[src/rtl/pmc_pkg.sv]
package pmc_pkg;

   typedef enum logic [1:0] {
      PM_ACTIVE = 2'd0,
      PM_DOZE   = 2'd1,
      PM_NAP    = 2'd2,
      PM_SLEEP  = 2'd3
   } pm_mode_e;

   typedef struct packed {
      logic core_clk;
      logic bus_clk;
      logic pll;
      logic snoop;
      logic lowv;
      logic iso;
      logic save;
      logic restore;
      logic sw_off;
   } pm_ctl_t;

   localparam pm_ctl_t PM_CTL_ACTIVE = '{core_clk: 1'b1, bus_clk: 1'b1, pll: 1'b1,
                                        snoop: 1'b1, lowv: 1'b0, iso: 1'b0,
                                        save: 1'b0, restore: 1'b0, sw_off: 1'b0};

   typedef enum logic [4:0] {
      ST_IDLE,
      ST_DN_DOZE,
      ST_DN_NAP,
      ST_DN_CLK,
      ST_DN_ISO,
      ST_DN_SAVE,
      ST_DN_OFF,
      ST_UP_ON,
      ST_UP_RUSH,
      ST_UP_RESTORE,
      ST_UP_UNISO,
      ST_UP_CLK,
      ST_UP_VOLT,
      ST_UP_VWAIT,
      ST_UP_PLL,
      ST_UP_LOCK,
      ST_UP_SNOOP,
      ST_UP_CORE
   } pm_step_e;

   localparam logic [1:0] ADDR_MODE  = 2'd0;
   localparam logic [1:0] ADDR_RAIL  = 2'd1;
   localparam logic [1:0] ADDR_RELCK = 2'd2;

   localparam int TMR_RAIL = 0;
   localparam int TMR_PLL  = 1;
   localparam int NUM_TMR  = 2;

endpackage

[src/rtl/pmc_timer.sv]
module pmc_timer #(
   parameter int W = 8
) (
   input  logic         clk,
   input  logic         rst_n,
   input  logic         load,
   input  logic [W-1:0] load_val,
   output logic         expired
);

   if (W < 1) begin : g_bad_w
      $error("pmc_timer: W must be at least 1");
   end

   logic [W-1:0] cnt;

   always_ff @(posedge clk or negedge rst_n) begin
      if (!rst_n) begin
         cnt <= '0;
      end else if (load) begin
         cnt <= load_val;
      end else if (cnt != '0) begin
         cnt <= cnt - W'(1);
      end
   end

   assign expired = (cnt == '0);

endmodule

[src/rtl/pmc_req.sv]
module pmc_req
   import pmc_pkg::*;
#(
   parameter int W        = 8,
   parameter int RAIL_RST = 4,
   parameter int PLL_RST  = 6
) (
   input  logic         clk,
   input  logic         rst_n,
   input  logic         wr_en,
   input  logic [1:0]   wr_addr,
   input  logic [W-1:0] wr_data,
   input  logic         wake,
   input  logic         busy,
   output pm_mode_e     tgt,
   output logic [W-1:0] rail_cfg,
   output logic [W-1:0] pll_cfg
);

   pm_mode_e pend;
   logic     pend_v;
   logic     mode_wr;

   assign mode_wr = wr_en && (wr_addr == ADDR_MODE);

   // settle counts, loaded only through their own addresses
   always_ff @(posedge clk or negedge rst_n) begin
      if (!rst_n) begin
         rail_cfg <= W'(RAIL_RST);
         pll_cfg  <= W'(PLL_RST);
      end else if (wr_en) begin
         if (wr_addr == ADDR_RAIL)  rail_cfg <= wr_data;
         if (wr_addr == ADDR_RELCK) pll_cfg  <= wr_data;
      end
   end

   // wake first, then direct or held request, then promotion of a held one
   always_ff @(posedge clk or negedge rst_n) begin
      if (!rst_n) begin
         tgt    <= PM_ACTIVE;
         pend   <= PM_ACTIVE;
         pend_v <= 1'b0;
      end else if (wake) begin
         tgt    <= PM_ACTIVE;
         pend_v <= 1'b0;
      end else if (mode_wr) begin
         if (busy) begin
            pend   <= pm_mode_e'(wr_data[1:0]);
            pend_v <= 1'b1;
         end else begin
            tgt    <= pm_mode_e'(wr_data[1:0]);
            pend_v <= 1'b0;
         end
      end else if (!busy && pend_v) begin
         tgt    <= pend;
         pend_v <= 1'b0;
      end
   end

endmodule

[src/rtl/pmc_seq.sv]
module pmc_seq
   import pmc_pkg::*;
#(
   parameter int W = 8
) (
   input  logic         clk,
   input  logic         rst_n,
   input  pm_mode_e     tgt,
   input  logic [W-1:0] rail_cfg,
   input  logic [W-1:0] pll_cfg,
   output pm_mode_e     cur,
   output pm_ctl_t      ctl,
   output logic         idle
);

   pm_step_e             st;
   logic [NUM_TMR-1:0]   tmr_load;
   logic [NUM_TMR-1:0]   tmr_exp;
   logic [W-1:0]         tmr_val [NUM_TMR];

   assign tmr_val[TMR_RAIL] = rail_cfg;
   assign tmr_val[TMR_PLL]  = pll_cfg;

   always_comb begin
      tmr_load           = '0;
      tmr_load[TMR_RAIL] = (st == ST_UP_ON) || (st == ST_UP_VOLT);
      tmr_load[TMR_PLL]  = (st == ST_UP_PLL);
   end

   for (genvar i = 0; i < NUM_TMR; i++) begin : g_tmr
      pmc_timer #(.W(W)) u_tmr (
         .clk      (clk),
         .rst_n    (rst_n),
         .load     (tmr_load[i]),
         .load_val (tmr_val[i]),
         .expired  (tmr_exp[i])
      );
   end

   always_ff @(posedge clk or negedge rst_n) begin
      if (!rst_n) begin
         st  <= ST_IDLE;
         cur <= PM_ACTIVE;
         ctl <= PM_CTL_ACTIVE;
      end else begin
         ctl.save    <= 1'b0;
         ctl.restore <= 1'b0;
         unique case (st)
            ST_IDLE: begin
               if (tgt > cur) begin
                  unique case (cur)
                     PM_ACTIVE: st <= ST_DN_DOZE;
                     PM_DOZE:   st <= ST_DN_NAP;
                     default:   st <= ST_DN_CLK;
                  endcase
               end else if (tgt < cur) begin
                  unique case (cur)
                     PM_SLEEP: st <= ST_UP_ON;
                     PM_NAP:   st <= ST_UP_VOLT;
                     default:  st <= ST_UP_CORE;
                  endcase
               end
            end
            // entry steps
            ST_DN_DOZE: begin
               ctl.core_clk <= 1'b0;
               cur          <= PM_DOZE;
               st           <= ST_IDLE;
            end
            ST_DN_NAP: begin
               ctl.pll   <= 1'b0;
               ctl.snoop <= 1'b0;
               ctl.lowv  <= 1'b1;
               cur       <= PM_NAP;
               st        <= ST_IDLE;
            end
            ST_DN_CLK: begin
               ctl.bus_clk <= 1'b0;
               st          <= ST_DN_ISO;
            end
            ST_DN_ISO: begin
               ctl.iso <= 1'b1;
               st      <= ST_DN_SAVE;
            end
            ST_DN_SAVE: begin
               ctl.save <= 1'b1;
               st       <= ST_DN_OFF;
            end
            ST_DN_OFF: begin
               ctl.sw_off <= 1'b1;
               cur        <= PM_SLEEP;
               st         <= ST_IDLE;
            end
            // exit steps
            ST_UP_ON: begin
               ctl.sw_off <= 1'b0;
               st         <= ST_UP_RUSH;
            end
            ST_UP_RUSH: begin
               if (tmr_exp[TMR_RAIL]) st <= ST_UP_RESTORE;
            end
            ST_UP_RESTORE: begin
               ctl.restore <= 1'b1;
               st          <= ST_UP_UNISO;
            end
            ST_UP_UNISO: begin
               ctl.iso <= 1'b0;
               st      <= ST_UP_CLK;
            end
            ST_UP_CLK: begin
               ctl.bus_clk <= 1'b1;
               cur         <= PM_NAP;
               st          <= ST_IDLE;
            end
            ST_UP_VOLT: begin
               ctl.lowv <= 1'b0;
               st       <= ST_UP_VWAIT;
            end
            ST_UP_VWAIT: begin
               if (tmr_exp[TMR_RAIL]) st <= ST_UP_PLL;
            end
            ST_UP_PLL: begin
               ctl.pll <= 1'b1;
               st      <= ST_UP_LOCK;
            end
            ST_UP_LOCK: begin
               if (tmr_exp[TMR_PLL]) st <= ST_UP_SNOOP;
            end
            ST_UP_SNOOP: begin
               ctl.snoop <= 1'b1;
               cur       <= PM_DOZE;
               st        <= ST_IDLE;
            end
            ST_UP_CORE: begin
               ctl.core_clk <= 1'b1;
               cur          <= PM_ACTIVE;
               st           <= ST_IDLE;
            end
            default: st <= ST_IDLE;
         endcase
      end
   end

   assign idle = (st == ST_IDLE);

endmodule

[src/rtl/pwr_mode_seq.sv]
module pwr_mode_seq
   import pmc_pkg::*;
#(
   parameter int CNT_W     = 8,
   parameter int RAIL_RST  = 4,
   parameter int PLL_RST   = 6,
   parameter int SYNC_WAKE = 0
) (
   input  logic             clk,
   input  logic             rst_n,
   input  logic             cfg_we,
   input  logic [1:0]       cfg_addr,
   input  logic [CNT_W-1:0] cfg_wdata,
   input  logic             wake_i,
   output logic             core_clk_en,
   output logic             bus_clk_en,
   output logic             pll_en,
   output logic             snoop_en,
   output logic             lowv_req,
   output logic             iso_en,
   output logic             ret_save,
   output logic             ret_restore,
   output logic             sw_off,
   output logic [1:0]       mode_o,
   output logic             busy
);

   if (CNT_W < 2 || CNT_W > 32) begin : g_bad_cnt_w
      $error("pwr_mode_seq: CNT_W must lie in 2..32");
   end
   if (RAIL_RST < 0 || (RAIL_RST >> CNT_W) != 0) begin : g_bad_rail
      $error("pwr_mode_seq: RAIL_RST does not fit CNT_W");
   end
   if (PLL_RST < 0 || (PLL_RST >> CNT_W) != 0) begin : g_bad_pll
      $error("pwr_mode_seq: PLL_RST does not fit CNT_W");
   end

   logic             wake_s;
   pm_mode_e         tgt_mode;
   pm_mode_e         cur_mode;
   pm_ctl_t          ctl;
   logic             seq_idle;
   logic [CNT_W-1:0] rail_cfg;
   logic [CNT_W-1:0] pll_cfg;

   if (SYNC_WAKE != 0) begin : g_wake_sync
      logic [1:0] sr;
      always_ff @(posedge clk or negedge rst_n) begin
         if (!rst_n) sr <= '0;
         else        sr <= {sr[0], wake_i};
      end
      assign wake_s = sr[1];
   end else begin : g_wake_direct
      assign wake_s = wake_i;
   end

   assign busy = !seq_idle || (cur_mode != tgt_mode);

   pmc_req #(
      .W        (CNT_W),
      .RAIL_RST (RAIL_RST),
      .PLL_RST  (PLL_RST)
   ) u_req (
      .clk      (clk),
      .rst_n    (rst_n),
      .wr_en    (cfg_we),
      .wr_addr  (cfg_addr),
      .wr_data  (cfg_wdata),
      .wake     (wake_s),
      .busy     (busy),
      .tgt      (tgt_mode),
      .rail_cfg (rail_cfg),
      .pll_cfg  (pll_cfg)
   );

   pmc_seq #(.W(CNT_W)) u_seq (
      .clk      (clk),
      .rst_n    (rst_n),
      .tgt      (tgt_mode),
      .rail_cfg (rail_cfg),
      .pll_cfg  (pll_cfg),
      .cur      (cur_mode),
      .ctl      (ctl),
      .idle     (seq_idle)
   );

   assign core_clk_en = ctl.core_clk;
   assign bus_clk_en  = ctl.bus_clk;
   assign pll_en      = ctl.pll;
   assign snoop_en    = ctl.snoop;
   assign lowv_req    = ctl.lowv;
   assign iso_en      = ctl.iso;
   assign ret_save    = ctl.save;
   assign ret_restore = ctl.restore;
   assign sw_off      = ctl.sw_off;
   assign mode_o      = cur_mode;

endmodule

[config.mk]
export PLATFORM = sky130hd
export DESIGN_NAME = pwr_mode_seq
export DESIGN_NICKNAME = d
export VERILOG_FILES = /design/src/rtl/pmc_pkg.sv /design/src/rtl/pmc_timer.sv /design/src/rtl/pmc_req.sv /design/src/rtl/pmc_seq.sv /design/src/rtl/pwr_mode_seq.sv
export SDC_FILE = /design/constraint.sdc
export NUM_CORES = 1
export LEC_CHECK = 0
export ABC_AREA = 0
export BUFFER_PORTS_ARGS = -buffer_cell sky130_fd_sc_hd__buf_2
export CORE_MARGIN = 2
export CORE_UTILIZATION = 32
export CTS_CLUSTER_SIZE = 10
export DETAILED_ROUTE_END_ITERATION = 7
export GPL_TIMING_DRIVEN = 0
export PLACE_DENSITY = 0.5
export SLEW_MARGIN = 20
export SYNTH_ARGS = -nofsm -noshare
export SYNTH_HDL_FRONTEND = slang
export SYNTH_SLANG_ARGS = --single-unit
[constraint.sdc]
create_clock -name clk -period 1.95 [get_ports clk]
set_clock_uncertainty 0.1 [all_clocks]
set_input_delay 0.0975 -clock clk [delete_from_list [all_inputs] [get_ports clk]]
set_output_delay 0.0975 -clock clk [all_outputs]
set_load 0.005 [all_outputs]
==> results of run 1 <==
timing repair:
item | CTS | global route
endpoints found under the hold margin | 67 | 0
pin swaps | 1 | 2
resized for setup | 19 | 7
buffers inserted | 4 | 9
hold buffers | 10 | 0
gates cloned | 0 | 0
endpoints found under the setup margin | 26 | 26
cells in the final DEF, fill, tap and decap left out, drive strengths merged, types with 4 or more instances in the layout:
cell type,n
ha,6
nor2b,4
clkbuf,15
dlygate4sd3,10
o31ai,6
a21oi,19
nand2b,4
buf,38
dfstp,7
nand3,5
dfrtp,46
nor4b,4
xor2,7
nand2,19
nor2,25
mux2,24
o21ai,13
nor3,11
xnor2,7
inv,17
critical path, cell delays in order (launching register included):
cell       delay (ns)
dfrtp_1          0.40
or4_4            0.57
or4b_4           0.54
a32oi_4          0.26
nand4_4          0.16
o2bb2ai_2        0.17
worst max-delay path by stage:
| stage | startpoint | endpoint | slack (ns) |
|---|---|---|---|
| floorplan | u_seq.g_tmr[0].u_tmr.cnt[4]$_DFFE_PN0P_ | u_seq.st[0]$_DFFE_PN0P_ | -0.14 |
| global placement | u_seq.st[3]$_DFFE_PN0P_ | u_seq.g_tmr[0].u_tmr.cnt[6]$_DFFE_PN0P_ | -0.53 |
| detailed placement | u_seq.st[3]$_DFFE_PN0P_ | u_seq.g_tmr[0].u_tmr.cnt[6]$_DFFE_PN0P_ | -0.53 |
| CTS | u_seq.g_tmr[0].u_tmr.cnt[4]$_DFFE_PN0P_ | u_seq.st[0]$_DFFE_PN0P_ | -0.24 |
| global route | u_seq.g_tmr[0].u_tmr.cnt[4]$_DFFE_PN0P_ | u_seq.st[2]$_DFFE_PN0P_ | -0.34 |
| finish | u_seq.g_tmr[0].u_tmr.cnt[4]$_DFFE_PN0P_ | u_seq.st[2]$_DFFE_PN0P_ | -0.30 |
cell usage after synthesis, drive strengths merged:
master | n | area (um^2)
o21a | 1 | 7.510
or3 | 2 | 12.51
xor2 | 7 | 61.31
mux2i | 2 | 20.02
a2bb2oi | 1 | 8.760
a221oi | 1 | 8.760
a211oi | 3 | 22.52
o31ai | 6 | 45.04
a21o | 2 | 15.01
a21oi | 19 | 95.09
nand2b | 4 | 25.02
o2bb2ai | 2 | 17.52
nand3 | 5 | 30.03
nand3b | 3 | 22.52
o21ai | 13 | 68.81
xnor2 | 7 | 61.31
nor3b | 3 | 22.52
nand4 | 3 | 25.02
nor2b | 4 | 25.02
inv | 17 | 63.81
or4b | 1 | 13.76
a32oi | 2 | 36.29
nor4b | 4 | 41.29
dfrtp | 46 | 1151
or4 | 3 | 26.27
nor4 | 1 | 6.260
nor3 | 11 | 60.06
o22a | 1 | 8.760
a22oi | 3 | 22.52
o22ai | 2 | 12.51
nor2 | 25 | 93.84
ha | 6 | 75.07
dfstp | 7 | 183.9
mux2 | 24 | 270.3
nand2 | 19 | 71.32
maj3 | 1 | 10.01
clkbuf | 12 | 45.04
cell type report:
| cell class | count | area (um^2) |
|---|---|---|
| fill | 877 | 5144 |
| multi-input combinational | 191 | 1446 |
| sequential | 53 | 1335 |
| timing repair buffer | 48 | 325.3 |
| tap | 108 | 135.1 |
| clock buffer | 6 | 82.58 |
| inverter | 17 | 63.81 |
| buffer | 9 | 47.55 |
| clock inverter | 2 | 13.76 |
flip-flops by register name (all words and copies together) (netlist names):
register	flops
u_seq.g_tmr.u_tmr.cnt	16
u_seq.ctl	9
u_req.pll_cfg	8
u_req.rail_cfg	8
u_seq.st	5
u_req.pend	2
u_req.tgt	2
u_seq.cur	2
u_req.pend_v	1
routing by layer:
metal  share of wire  wire length, um  track usage
met3           0.023              144      0.02878
met1            0.49             3054       0.1832
met4           0.013               83      0.04274
met2            0.47             2943       0.2222
met5               0                0            0
logic make-up after synthesis:
logic type      after synthesis
xor+xnor                     14
flops                        53
compound gates               56
fa+ha+maj                     7
mux                          26
simple gates                 88
buf+inv                      29
per-stage QoR:
stage,TNS (ns),utilization
2_1_floorplan,-0.7280,-
3_3_place_gp,-8.149,0.3548
3_5_place_dp,-7.519,0.3551
4_1_cts,-1.843,0.3882
5_1_grt,-3.434,0.4014
6_report,-2.193,0.4014
power groups by stage:
stage	registers [mW]	clock network (mW)	logic, mW
2_1_floorplan	1.74	0	1.44
3_3_place_gp	1.80	0	1.84
3_5_place_dp	1.80	0	1.85
4_1_cts	1.85	0.694	1.94
5_1_grt	1.93	0.743	2.41
6_report	1.88	0.668	2.15
==> impl_metrics.xml, run 1 <==
<?xml version="1.0" encoding="UTF-8"?>
<metrics>
  <group name="synthesis">
    <metric name="post_synth_fa_ha_maj_area_fraction" unit="">0.03053</metric>
    <metric name="synthCells" unit="">273</metric>
    <metric name="synth-compound-area-share" unit="">0.1325</metric>
    <metric name="synthesis.area" unit="um^2">2786</metric>
    <metric name="synth_simple_gate_area_share" unit="">0.1706</metric>
    <metric name="combinational_family_with_the_most_area_after_synthesis" unit="">simple AND/OR/NAND/NOR gates</metric>
    <metric name="synth_fp_nets" unit="">293</metric>
    <metric name="muxShareOfSynthArea" unit="">0.1042</metric>
    <metric name="ys_seq_area_frac" unit="">0.4791</metric>
    <metric name="synth_seq_cells" unit="">53</metric>
    <metric name="synth.lib_cells_used.distinct" unit="">45</metric>
    <metric name="post_synth_xor_area_fraction" unit="">0.04401</metric>
    <metric name="synth_warnings" unit="">0</metric>
    <metric name="synthesis.area_per_instance" unit="um^2">10.21</metric>
  </group>
  <group name="floorplan">
    <metric name="die-height" unit="um">97.32</metric>
    <metric name="core_area" unit="um^2">8593</metric>
    <metric name="floorplan.die_area" unit="um^2">9470</metric>
    <metric name="die_width" unit="um">97.32</metric>
    <metric name="start_util" unit="">0.3243</metric>
    <metric name="boundaryPins" unit="">26</metric>
    <metric name="placement_rows" unit="">34</metric>
  </group>
  <group name="global_route">
    <metric name="grt_pass1_vias" unit="">2188</metric>
    <metric name="antenna_found_initial" unit="">0</metric>
    <metric name="largest_net_degree_at_the_start_of_global_routing" unit="">54</metric>
    <metric name="globalRouteOverflowTotal" unit="">0</metric>
    <metric name="global_route_wire_length_before_repair" unit="um">10630</metric>
    <metric name="track_usage" unit="">0.1365</metric>
  </group>
  <group name="cells_and_area">
    <metric name="n_antenna_cell" unit="">0</metric>
    <metric name="flow.area_growth_from_synthesis" unit="%">23.80</metric>
    <metric name="num-nets-final" unit="">345</metric>
    <metric name="post-route-cell-area" unit="um^2">3450</metric>
    <metric name="finalNonFillerCells" unit="">434</metric>
    <metric name="layout-drive-gt1-share" unit="">0.3160</metric>
  </group>
  <group name="placed_design">
    <metric name="place_worst_setup_slack" unit="ns">-0.5291</metric>
    <metric name="placement.io_buffers" unit="">25</metric>
    <metric name="postPlaceCellArea" unit="um^2">3052</metric>
    <metric name="dpl.cell_count" unit="">406</metric>
    <metric name="gp_congestion" unit="">0.7695</metric>
    <metric name="place.detailed.hpwl" unit="um">4076</metric>
  </group>
  <group name="power">
    <metric name="seqPwrFrac" unit="">0.401</metric>
    <metric name="power.share.combinational" unit="">0.457</metric>
    <metric name="p_sw_frac" unit="">0.3925</metric>
    <metric name="power_frac_clock" unit="">0.142</metric>
    <metric name="power_density" unit="nW/um^2">1361</metric>
    <metric name="post-layout-total-power" unit="mW">4.694</metric>
    <metric name="vdd_ir_max" unit="mV">0.4665</metric>
    <metric name="total_switching_power" unit="mW">1.842</metric>
    <metric name="cellInternalPower" unit="mW">2.851</metric>
    <metric name="leakagePower" unit="nW">1.455</metric>
  </group>
  <group name="worst_hold_path">
    <metric name="holdCritPathClass" unit="">primary input to flop</metric>
    <metric name="holdPathStages" unit="">4</metric>
    <metric name="hold_path.startpoint" unit="">cfg_addr[0]</metric>
    <metric name="timing.hold.worst_endpoint" unit="">u_req.pend_v$_DFFE_PN0P_</metric>
  </group>
  <group name="route">
    <metric name="wl_per_cell" unit="um">14.35</metric>
    <metric name="routed_wl" unit="um">6226</metric>
    <metric name="drtAntennaViolNets" unit="">0</metric>
    <metric name="detailedRoute.firstIterationViolations" unit="">66</metric>
    <metric name="detail_route.drc_violations" unit="">0</metric>
    <metric name="drt-pass1-iter-count" unit="">4</metric>
    <metric name="overall_via_count_from_detail_route" unit="">2183</metric>
    <metric name="routed_via_density" unit="">5.030</metric>
  </group>
  <group name="timing">
    <metric name="setup_viol" unit="">13</metric>
    <metric name="fin_ws" unit="ns">-0.2981</metric>
    <metric name="timing_worst_slew_pin_value" unit="ns">0.7447</metric>
    <metric name="hold_violations" unit="">0</metric>
    <metric name="drv_slew" unit="">0</metric>
    <metric name="finalCritPeriodShare" unit="">1.153</metric>
    <metric name="final.hold.worst_slack" unit="ns">0.08436</metric>
    <metric name="grt_setup_unrepaired" unit="">yes</metric>
    <metric name="max_freq" unit="MHz">444.8</metric>
    <metric name="period_needed" unit="ns">2.248</metric>
    <metric name="slew-limit-headroom" unit="">0.5025</metric>
  </group>
  <group name="clocking">
    <metric name="cts_tree" unit="">built</metric>
    <metric name="number_of_cts_inserted_buffers" unit="">5</metric>
    <metric name="ctsLongestPathBuffers" unit="">2</metric>
    <metric name="cts_num_sinks" unit="">53</metric>
    <metric name="clk_latency" unit="ns">0.32</metric>
    <metric name="clk_root_buffer_cell" unit="">clkbuf_8</metric>
    <metric name="clk_transition_reported_paths" unit="ns">0.11</metric>
    <metric name="cts_htree_levels" unit="">2</metric>
  </group>
  <group name="worst_setup_path">
    <metric name="rr_startpoint" unit="">u_seq.g_tmr[0].u_tmr.cnt[4]$_DFFE_PN0P_</metric>
    <metric name="timing.critical_path.arrival" unit="ns">2.40</metric>
    <metric name="timing.rr.end" unit="">u_seq.st[2]$_DFFE_PN0P_</metric>
    <metric name="worst-r2r-setup-slack" unit="ns">-0.30</metric>
    <metric name="critPathRequiredTime" unit="ns">2.10</metric>
    <metric name="crit_path_end_kind" unit="">flop</metric>
    <metric name="startpoint_type" unit="">flop</metric>
    <metric name="worstPathMaxFanout" unit="">3</metric>
    <metric name="reg2reg_depth" unit="">5</metric>
    <metric name="setup.worst_path.class" unit="">flop to flop</metric>
  </group>
  <group name="outcome">
    <metric name="run_status" unit="">complete, but fails checks</metric>
    <metric name="failed_checks" unit="">negative setup slack</metric>
  </group>
  <group name="flow_run">
    <metric name="maxCapViolations" unit="">0</metric>
  </group>
</metrics>
(Power assumes the default switching activity.)
==> run 2: changes to the inputs <==
- CAP_MARGIN: not set -> 10
- PLACE_DENSITY: 0.5 -> 0.48
- clock period: 1.95 -> 2.73 ns (I/O delays scaled with it)
==> impl_metrics.xml, run 2 (synthesized netlist as in run 1, its figures left out) <==
<?xml version="1.0" encoding="UTF-8"?>
<metrics>
  <group name="timing">
    <metric name="slew-limit-headroom" unit="">0.5432</metric>
    <metric name="timing_worst_slew_pin_value" unit="ns">0.6852</metric>
    <metric name="drv_slew" unit="">0</metric>
    <metric name="max_freq" unit="MHz">395.6</metric>
    <metric name="fin_tns_setup" unit="ns">0</metric>
    <metric name="setup_viol" unit="">0</metric>
    <metric name="period_needed" unit="ns">2.528</metric>
    <metric name="finalCritPeriodShare" unit="">0.9259</metric>
    <metric name="hold_violations" unit="">0</metric>
    <metric name="grt_setup_unrepaired" unit="">no</metric>
  </group>
  <group name="cells_and_area">
    <metric name="multiInputGateArea" unit="um^2">1343</metric>
    <metric name="num-nets-final" unit="">333</metric>
    <metric name="n_antenna_cell" unit="">0</metric>
    <metric name="layout_commonest_cell" unit="">dfrtp_1</metric>
    <metric name="reg_top3" unit="">u_seq.g_tmr.u_tmr.cnt x16, u_seq.ctl x9</metric>
    <metric name="mostFrequentLayoutCells" unit="">46 x dfrtp_1, 25 x nor2_1, 24 x mux2_2, 24 x buf_2</metric>
    <metric name="max_reg_flops" unit="">16</metric>
    <metric name="layout-drive-gt1-share" unit="">0.2268</metric>
    <metric name="ff_latch_area" unit="um^2">1335</metric>
    <metric name="largest-register" unit="">u_seq.g_tmr.u_tmr.cnt</metric>
    <metric name="fill_cells" unit="">885</metric>
    <metric name="flow.area_growth_from_synthesis" unit="%">16.17</metric>
  </group>
  <group name="global_route">
    <metric name="track_usage" unit="">0.1302</metric>
    <metric name="globalRouteOverflowTotal" unit="">0</metric>
    <metric name="antenna_found_initial" unit="">0</metric>
    <metric name="largest_net_degree_at_the_start_of_global_routing" unit="">54</metric>
    <metric name="global_route_wire_length_before_repair" unit="um">10140</metric>
    <metric name="grt_pass1_vias" unit="">2094</metric>
  </group>
  <group name="worst_setup_path">
    <metric name="crit_path_end_kind" unit="">flop</metric>
    <metric name="timing.critical_path.arrival" unit="ns">2.64</metric>
    <metric name="critPathRequiredTime" unit="ns">2.84</metric>
    <metric name="worstPathMaxFanout" unit="">10</metric>
    <metric name="setup.worst_path.class" unit="">flop to flop</metric>
    <metric name="startpoint_type" unit="">flop</metric>
  </group>
  <group name="route">
    <metric name="drt-pass1-iter-count" unit="">4</metric>
    <metric name="wl_per_cell" unit="um">14.00</metric>
    <metric name="routed_via_density" unit="">5.021</metric>
    <metric name="detail_route.drc_violations" unit="">0</metric>
    <metric name="detailedRoute.firstIterationViolations" unit="">58</metric>
    <metric name="overall_via_count_from_detail_route" unit="">2114</metric>
    <metric name="routed_wl" unit="um">5896</metric>
    <metric name="drtAntennaViolNets" unit="">0</metric>
  </group>
  <group name="floorplan">
    <metric name="die-height" unit="um">97.32</metric>
    <metric name="die_width" unit="um">97.32</metric>
    <metric name="boundaryPins" unit="">26</metric>
    <metric name="start_util" unit="">0.3243</metric>
    <metric name="core_area" unit="um^2">8593</metric>
    <metric name="floorplan.die_area" unit="um^2">9470</metric>
    <metric name="placement_rows" unit="">34</metric>
  </group>
  <group name="clocking">
    <metric name="clk_latency" unit="ns">0.31</metric>
    <metric name="number_of_cts_inserted_buffers" unit="">5</metric>
    <metric name="ctsLongestPathBuffers" unit="">2</metric>
    <metric name="cts_num_sinks" unit="">53</metric>
    <metric name="clk_transition_reported_paths" unit="ns">0.10</metric>
    <metric name="cts_htree_levels" unit="">2</metric>
    <metric name="cts-resized-gates" unit="">0</metric>
    <metric name="clk_root_buffer_cell" unit="">clkbuf_8</metric>
    <metric name="cts_tree" unit="">built</metric>
  </group>
  <group name="outcome">
    <metric name="run_status" unit="">completed</metric>
  </group>
  <group name="placed_design">
    <metric name="placement.io_buffers" unit="">25</metric>
    <metric name="gp_congestion" unit="">0.8130</metric>
    <metric name="place.detailed.hpwl" unit="um">4171</metric>
  </group>
  <group name="power">
    <metric name="vdd_ir_max" unit="mV">0.3833</metric>
    <metric name="power_density" unit="nW/um^2">969.5</metric>
    <metric name="leakagePower" unit="nW">1.360</metric>
    <metric name="post-layout-total-power" unit="mW">3.138</metric>
  </group>
  <group name="worst_hold_path">
    <metric name="holdCritPathClass" unit="">primary input to flop</metric>
  </group>
  <group name="flow_run">
    <metric name="maxCapViolations" unit="">0</metric>
  </group>
</metrics>
## run 2: cell type report
type,count,share of cell area
Clock buffer,5,0.02126
Timing Repair Buffer,33,0.06417
Tap cell,108,0.04175
Sequential cell,53,0.4124
Buffer,12,0.01392
Multi-Input combinational cell,191,0.4148
Clock inverter,2,0.01198
Inverter,17,0.01971
## run 2: final timing paths
kind	start	to	slack [ns]	cells after the start
worst max-delay path	u_seq.st[3]$_DFFE_PN0P_	u_seq.g_tmr[0].u_tmr.cnt[6]$_DFFE_PN0P_	0.20	7
worst min-delay path	cfg_wdata[0]	u_req.pll_cfg[0]$_DFFE_PN0P_	0.02	2
worst max register to register	u_seq.st[3]$_DFFE_PN0P_	u_seq.g_tmr[0].u_tmr.cnt[6]$_DFFE_PN0P_	0.20	7
worst min register to register	u_seq.ctl[5]$_DFFE_PN1P_	u_seq.ctl[5]$_DFFE_PN1P_	0.38	2
max in group asynchronous	rst_n	u_seq.g_tmr[1].u_tmr.cnt[0]$_DFFE_PN0P_	1.77	2
min in group asynchronous	rst_n	u_req.rail_cfg[4]$_DFFE_PN0P_	0.30	2
## run 2: repair_timing
action | in CTS | in global routing
hold endpoints to repair | 61 | 0
hold buffers | 8 | 0
setup buffers | 0 | 0
setup endpoints to repair | 0 | 0
## run 2: power by group
part | internal [mW] | total (mW) | leakage, nW | switching, mW
registers | 1.07 | 1.28 | 0.633 | 0.206
logic | 0.610 | 1.32 | 0.672 | 0.712
clock network | 0.272 | 0.539 | 0.0546 | 0.267
## run 2: per-stage QoR
step	cells	hold slack (ns)	util	setup WS [ns]	cell area (um^2)
6_report	421	0.01766	0.3767	0.2024	3237
5_1_grt	421	0.005833	0.3767	0.05281	3237
4_1_cts	421	0.01207	0.3767	0.1845	3237
3_5_place_dp	406	0.1370	0.3548	0.2145	3049
3_3_place_gp	406	0.2542	0.3545	0.1771	3047
2_1_floorplan	273	-0.2591	-	0.6428	2786
## run 2: worst max-delay path, cell delays in order, from the launching register on
cell and delay [ns]:
dfrtp_1 0.36, clkbuf_1 0.38, nand2b_1 0.21, mux2_2 0.31, nor2_1 0.44, clkbuf_1 0.42
nand2_1 0.12, o31ai_1 0.09
## run 2: per-layer routing
metal,up-vias,global-route usage,share of wire
li1,1040,-,-
met1,1036,0.1772,0.49
met2,33,0.2142,0.46
met3,5,0.02590,0.033
met4,0,0.03205,0.011
met5,-,0,0
